$ cat src/rtl/ser_ctl_pkg.sv
package ser_ctl_pkg;
    localparam int ADDR_W = 2;
    localparam int N_LATCH = 4;

    typedef enum logic [ADDR_W-1:0] {
        SEL_RDIV = 2'b00,
        SEL_NDIV = 2'b01,
        SEL_FUNC = 2'b10,
        SEL_INIT = 2'b11
    } latch_sel_e;
endpackage

$ cat src/rtl/ser_ctl_sync.sv
module ser_ctl_sync #(
    parameter int W      = 3,
    parameter int STAGES = 2
) (
    input  logic         clk_i,
    input  logic         rst_ni,
    input  logic [W-1:0] d_i,
    output logic [W-1:0] q_o
);
    logic [STAGES-1:0][W-1:0] st_d, st_q;

    assign st_d[0] = d_i;
    for (genvar g = 1; g < STAGES; g++) begin : g_stage
        assign st_d[g] = st_q[g-1];
    end

    always_ff @(posedge clk_i or negedge rst_ni) begin
        if (!rst_ni) st_q <= '0;
        else         st_q <= st_d;
    end

    assign q_o = st_q[STAGES-1];
endmodule

$ cat src/rtl/ser_ctl_edge.sv
module ser_ctl_edge #(
    parameter int W = 2
) (
    input  logic         clk_i,
    input  logic         rst_ni,
    input  logic [W-1:0] lvl_i,
    output logic [W-1:0] rise_o
);
    logic [W-1:0] prev_d, prev_q;

    always_comb begin
        prev_d = lvl_i;
        rise_o = lvl_i & ~prev_q;
    end

    always_ff @(posedge clk_i or negedge rst_ni) begin
        if (!rst_ni) prev_q <= '0;
        else         prev_q <= prev_d;
    end
endmodule

$ cat src/rtl/ser_ctl_shreg.sv
module ser_ctl_shreg #(
    parameter int FRAME_W = 24
) (
    input  logic               clk_i,
    input  logic               rst_ni,
    input  logic               shift_i,
    input  logic               bit_i,
    output logic [FRAME_W-1:0] word_o
);
    logic [FRAME_W-1:0] word_d, word_q;

    always_comb begin
        word_d = word_q;
        if (shift_i) word_d = {word_q[FRAME_W-2:0], bit_i};
    end

    always_ff @(posedge clk_i or negedge rst_ni) begin
        if (!rst_ni) word_q <= '0;
        else         word_q <= word_d;
    end

    assign word_o = word_q;
endmodule

$ cat src/rtl/ser_ctl_port.sv
module ser_ctl_port
    import ser_ctl_pkg::*;
#(
    parameter int FRAME_W     = 24,
    parameter int R_W         = 14,
    parameter int A_W         = 6,
    parameter int B_W         = 13,
    parameter int SYNC_STAGES = 2
) (
    input  logic                      clk_i,
    input  logic                      rst_ni,
    input  logic                      ser_clk_i,
    input  logic                      ser_dat_i,
    input  logic                      ser_le_i,
    output logic [R_W-1:0]            r_div_o,
    output logic [A_W-1:0]            a_cnt_o,
    output logic [B_W-1:0]            b_cnt_o,
    output logic [FRAME_W-ADDR_W-1:0] func_o,
    output logic [FRAME_W-ADDR_W-1:0] init_o,
    output logic [N_LATCH-1:0]        upd_o,
    output logic                      cnt_rst_o
);
    localparam int PAY_W = FRAME_W - ADDR_W;
    localparam int R_LO  = ADDR_W;
    localparam int A_LO  = ADDR_W;
    localparam int B_LO  = ADDR_W + A_W;

    typedef struct packed {
        logic [R_W-1:0]     rdiv;
        logic [A_W-1:0]     acnt;
        logic [B_W-1:0]     bcnt;
        logic [PAY_W-1:0]   func;
        logic [PAY_W-1:0]   init;
        logic [N_LATCH-1:0] upd;
        logic               cnt_rst;
    } regs_t;

    logic [2:0]         sync_lvl;
    logic [1:0]         rise;
    logic [FRAME_W-1:0] frame;
    regs_t              st_d, st_q;

    // sync_lvl: [2] load strobe, [1] data, [0] serial clock
    ser_ctl_sync #(.W(3), .STAGES(SYNC_STAGES)) u_sync (
        .clk_i  (clk_i),
        .rst_ni (rst_ni),
        .d_i    ({ser_le_i, ser_dat_i, ser_clk_i}),
        .q_o    (sync_lvl)
    );

    ser_ctl_edge #(.W(2)) u_edge (
        .clk_i  (clk_i),
        .rst_ni (rst_ni),
        .lvl_i  ({sync_lvl[2], sync_lvl[0]}),
        .rise_o (rise)
    );

    ser_ctl_shreg #(.FRAME_W(FRAME_W)) u_shreg (
        .clk_i   (clk_i),
        .rst_ni  (rst_ni),
        .shift_i (rise[0]),
        .bit_i   (sync_lvl[1]),
        .word_o  (frame)
    );

    always_comb begin
        logic [R_W-1:0] r_new;
        r_new      = frame[R_LO +: R_W];
        st_d       = st_q;
        st_d.upd   = '0;
        st_d.cnt_rst = 1'b0;
        if (rise[1]) begin
            unique case (latch_sel_e'(frame[ADDR_W-1:0]))
                SEL_RDIV: begin
                    if (r_new != '0) begin
                        st_d.rdiv = r_new;
                        st_d.upd[SEL_RDIV] = 1'b1;
                    end
                end
                SEL_NDIV: begin
                    st_d.acnt = frame[A_LO +: A_W];
                    st_d.bcnt = frame[B_LO +: B_W];
                    st_d.upd[SEL_NDIV] = 1'b1;
                end
                SEL_FUNC: begin
                    st_d.func = frame[FRAME_W-1:ADDR_W];
                    st_d.upd[SEL_FUNC] = 1'b1;
                end
                SEL_INIT: begin
                    st_d.init    = frame[FRAME_W-1:ADDR_W];
                    st_d.func    = frame[FRAME_W-1:ADDR_W];
                    st_d.upd[SEL_INIT] = 1'b1;
                    st_d.cnt_rst = 1'b1;
                end
                default: ;
            endcase
        end
    end

    always_ff @(posedge clk_i or negedge rst_ni) begin
        if (!rst_ni) st_q <= '0;
        else         st_q <= st_d;
    end

    assign r_div_o   = st_q.rdiv;
    assign a_cnt_o   = st_q.acnt;
    assign b_cnt_o   = st_q.bcnt;
    assign func_o    = st_q.func;
    assign init_o    = st_q.init;
    assign upd_o     = st_q.upd;
    assign cnt_rst_o = st_q.cnt_rst;
endmodule

$ cat config.mk
export PLATFORM = sky130hd
export DESIGN_NAME = ser_ctl_port
export DESIGN_NICKNAME = d
export VERILOG_FILES = /design/src/rtl/ser_ctl_pkg.sv /design/src/rtl/ser_ctl_sync.sv /design/src/rtl/ser_ctl_edge.sv /design/src/rtl/ser_ctl_shreg.sv /design/src/rtl/ser_ctl_port.sv
export SDC_FILE = /design/constraint.sdc
export NUM_CORES = 1
export LEC_CHECK = 0
export ABC_CLOCK_PERIOD_IN_PS = 4260
export BUFFER_PORTS_ARGS = -buffer_cell sky130_fd_sc_hd__buf_2
export CORE_ASPECT_RATIO = 1.4
export CORE_UTILIZATION = 45
export CTS_CLUSTER_DIAMETER = 150
export DETAILED_ROUTE_END_ITERATION = 16
export GPL_ROUTABILITY_DRIVEN = 1
export HOLD_SLACK_MARGIN = 0.08
export PLACE_DENSITY = 0.76
export RECOVER_POWER = 25
export SYNTH_ARGS = -nofsm -noshare
export SYNTH_HDL_FRONTEND = slang
export SYNTH_SLANG_ARGS = --single-unit
export TNS_END_PERCENT = 10
$ cat constraint.sdc
create_clock -name clk_i -period 4.26 [get_ports clk_i]
set_clock_uncertainty 0.05 [all_clocks]
set_input_delay 0 -clock clk_i [delete_from_list [all_inputs] [get_ports clk_i]]
set_output_delay 0 -clock clk_i [all_outputs]
set_load 0.1 [all_outputs]
* After elaboration in Yosys (flattened, before gate mapping)
Cells that the tools add are included.
** Word-level totals
- Flip-flop bits (word level) :: 114
** Cells by class
- Multiplexer cells :: 7
- Eq/ne operators :: 3
- Bitwise operators :: 2
- Reductions and logical operators :: 7
** Operators by type and width (count)
- nonzero test 14 bit :: 1
- 2-to-1 mux 1 bit :: 6
- AND reduction 2 bit :: 3
- 2-to-1 mux 5 bit :: 1
- equality test 2 bit, second input constant :: 2
- AND reduction 3 bit :: 1
- bitwise AND 2 bit :: 1
- equality test 2 x 1 -> 1 bit, second input constant :: 1
- logical NOT 2 bit :: 1
- NOT 2 bit :: 1
- OR reduction 2 bit :: 1

* Logic depth before layout (Yosys ltp)
- Depth in word-level cells :: 4
- Mapped depth :: 5
- Depth with buffers taken out :: 3

* By module
A second synthesis with hierarchy kept.
** Unflattened totals
- Cell total of the unflattened synthesis :: 276
- Area, all modules :: 4390.5 um^2
** Modules (own cells, without submodules)
- ser_ctl_port :: times used 1, area an instance 3165.5 um^2, cells each 215, seq. area each 2026.9 um^2
- ser_ctl_shreg :: times used 1, area an instance 997.2 um^2, cells each 51, seq. area each 600.6 um^2
- ser_ctl_sync :: times used 1, area an instance 150.1 um^2, cells each 6, seq. area each 150.1 um^2
- ser_ctl_edge :: times used 1, area an instance 77.6 um^2, cells each 4, seq. area each 50.0 um^2

* Least setup slack after synthesis
OpenSTA, ideal clock, no wires.
- Path type :: flip-flop to flip-flop
- From :: register u_shreg.word_q[1], in the netlist u_shreg.word_o[1]
- To :: register st_q (netlist bit r_div_o[10])
- Setup time :: 0.129 ns
- Required time :: 4.081 ns
- Data arrival time :: 1.415 ns
- Path buffers :: 2
- Stages on the path, launching flop included :: 6
- Slack :: 2.666 ns
- Path through :: dfrtp_1 or4b_1 buf_6 buf_12 mux2i_1 o21ai_1
** On the way
- Word-level cells in the longest chain between the ends :: 2
** Ends and longest elaborated chain
- start, declared :: RTL line ser_ctl_shreg.sv:10 : logic [FRAME_W-1:0] word_d, word_q;
- start signal, assigned :: RTL line ser_ctl_shreg.sv:19 : else word_q <= word_d;
- logical NOT 2 bit :: RTL line ser_ctl_port.sv:73 : unique case (latch_sel_e'(frame[ADDR_W-1:0]))
- AND reduction 3 bit (no source line)
- end signal, assigned :: RTL line ser_ctl_port.sv:102 : else st_q <= st_d;
- end, declared :: RTL line ser_ctl_port.sv:41 : regs_t st_d, st_q;
Every way passes these cells.
A chain may end at the register's enable or synchronous reset.

* Final worst setup path
- From :: register u_edge.prev_q[1]
- To :: register st_q (netlist bit func_o[20])
** On the way
- Word-level cells in the longest chain between the ends :: 3
** Ends and longest elaborated chain
- start, declared :: RTL line ser_ctl_edge.sv:9 : logic [W-1:0] prev_d, prev_q;
- start signal, assigned :: RTL line ser_ctl_edge.sv:18 : else prev_q <= prev_d;
- NOT 2 bit :: RTL line ser_ctl_edge.sv:13 : rise_o = lvl_i & ~prev_q;
- bitwise AND 2 bit :: RTL line ser_ctl_edge.sv:13
- AND reduction 2 bit (no source line)
Every way passes these cells.

==> flow_summary.toml <==
[routing]
ant_nets = 0
wl_per_cell_um = 16.8
vias = 2516
dr.pass1.iters = 10
routed_via_density = 5.11
routed_wl_um = 8280
drc = 4
first_iter_violations = 130

[final_layout]
diodes = 0
nets = 379
drive_gt1_share_pct = 52.5
synthToLayoutAreaGrowth_pct = 26.1

[outcome]
run_status = "finished, violations left"
violations = "DRC"

[timing]
post-route-period-util_pct = 45.4
slew_headroom_pct = 22.3
fmax_mhz = 517
rsz0062_at_grt = "no"
period_needed_ps = 1930
setup-violations-final = 0
finalHoldViolCount = 0
finalSetupTns_ps = 0
setup_slack_ps = 2330
slew_viol_final = 0
worst_pin_slew_ps = 1170

[critical_path]
path_class = "flip-flop to flip-flop"
path_delay_family = "simple AND/OR/NAND/NOR gates"
cp_slowest_stage_delay_ps = 660
slowest_stage = "nand2_1"
path_max_fanout = 23
path_buf_inv = 0
crit_start = "u_edge.prev_q[1]"
critPathCaptureType = "flip-flop"
timing.rr.start = "u_edge.prev_q[1]"
r2r_slack_ps = 2330
cp_cell_sequence = "nor2b_1 -> nand2_1 -> mux2_2"
crit_required_ps = 4500
worstSetupStartpointType = "flip-flop"
r2r_cells = 3
r2r_end = "func_o[20]"
crit_arrival_ps = 2170

[die]
die_y_um = 117
die_x_um = 84.4
fp.dieArea_um2 = 9890
initial_core_util_pct = 46.8
std_cell_rows = 41
top_level_ports = 87
core_um2 = 9130

[synth]
ys_seq_area_share_pct = 66.2
synth.area.mux_share_pct = 25.3
synthXorXnorAreaFrac_pct = 0
synth_cells = 275
yosys.area_share.simple_pct = 3.69
synth_compound_area_share_pct = 1.87
synth_warnings = 0
synth_top_family_by_area = "multiplexers"
yosysUniqueCellTypes = 23
synth_top_area_share_pct = 66.2
synth_fa_ha_area_share_pct = 0
syn_nets = 280
yosys-top-cells-area = "dfrtp_1 (66%), mux2_2 (23%), mux2i_1 (2.3%), inv_1 (0.97%), buf_2 (0.94%)"
netlist_area_um2 = 4270
yosysTopAreaCell = "dfrtp_1"
ys_seq_elements = 113
synth.avg_cell_area_um2 = 15.5

[clock_tree]
clockBufferDepth = 2
cts_tree = "built"
cts_made_buffers = 17
clock-sinks = 113
cts_resized = 0
clk_latency_ps = 410
ctsRootBufferMaster = "clkbuf_16"
htree_levels = 4
cts.reportedPaths.clkPinSlew_ps = 50
post_cts.repair.setup_buffers = 0

[global_route]
antenna_found_initial = 0
grt_pass1_vias = 2623
grt_pass1_wl_um = 13600
grt_max_degree = 65
track_usage_pct = 18.4
grt_overflow = 0

[placed_design]
dp_hpwl_um = 5220
gp_congestion = 0.722
pre_cts_slack_ps = 2320
port_buffers = 86

[worst_hold_path]
hold_class = "input pin to async pin"

[flow_run]
drv_cap = 0
## final cells by class
cell class                      instances  area [µm²]
Tap cell                              107         134
Clock inverter                          5        50.0
Fill cell                             748        3740
Sequential cell                       113        2830
Timing Repair Buffer                   93         488
Clock buffer                           25         526
Inverter                               11        41.3
Multi-Input combinational cell        138        1320
## routing by layer
metal  GRT usage (%)  part of all wire, %  up-vias
met3            7.22                  6.0        9
li1                -                    -     1166
met5               0                    0        -
met2            29.2                   49       78
met1            22.1                   43     1263
met4            9.38                  1.8        0
## Yosys cell counts
master      n
nand3_1     5
buf_4       1
nand4_1     1
dfrtp_1   113
o21ai_0     4
nor4_4      1
mux2i_1    10
and2_1      1
buf_2       8
clkbuf_1    2
nand2_1    10
nor4_1      2
or4b_1      1
buf_12      1
nor2_1      2
inv_1      11
o21ai_1     6
buf_6       1
nor2b_1     2
and3b_2     1
o211ai_1    4
mux2_2     87
nor4b_1     1
## timing repair
item,in CTS,in global routing
hold buffers,4,0
endpoints found under the setup margin,0,0
hold endpoints to repair,66,0
## through the flow
step	utilization, %	instance area (µm²)	hold slack (ps)	instances
floorplan	-	4270	-346	275
global placement	52.3	4780	59.5	458
detailed placement	52.3	4780	59.3	458
CTS	59.1	5390	163	492
global route	59.0	5390	169	492
finish	59.0	5390	177	492
## placed cells by master (no fill, tap or decap), types with 5 or more instances in the layout
cell type | netlist | final
dfrtp_1 | 113 | 113
mux2_2 | 87 | 87
buf_2 | 8 | 79
clkbuf_16 | 0 | 17
inv_1 | 11 | 11
nand2_1 | 10 | 10
mux2i_1 | 10 | 10
clkbuf_8 | 0 | 7
clkbuf_1 | 2 | 7
o21ai_1 | 6 | 6
nand3_1 | 5 | 5
## registers in the layout, indices dropped and copies added, names as in the netlist
register / flops
u_shreg.word_o: 24
func_o: 22
init_o: 22
r_div_o: 14
b_cnt_o: 13
a_cnt_o: 6
u_sync.q_o: 3
u_sync.st_d: 3
upd_o: 3
u_edge.prev_q: 2
cnt_rst_o: 1
## worst max-delay path by stage
stage | endpoint | slack, ps | depth (start not counted)
floorplan | r_div_o[10] | 2670 | 5
global placement | upd_o[0] | 2360 | 3
detailed placement | func_o[20] | 2320 | 3
CTS | func_o[20] | 2320 | 3
global route | r_div_o[1] | 2150 | 3
finish | func_o[20] | 2330 | 3
## logic make-up after synthesis
logic type / after synthesis
and+or+nand+nor: 27
AOI/OAI and AO/OA: 14
muxes: 97
DFF: 113
buffers and inverters: 24
## worst reg2reg max path: cells and delay by family, from the launching register on
family           cells  cell delay (ps)
multiplexers         1              540
AND/OR/NAND/NOR      2              840
flip-flops           1              390
Power is left out: the tool's default activity adds up to more than one toggle a clock period on the data nets, which glitch-free logic cannot reach.
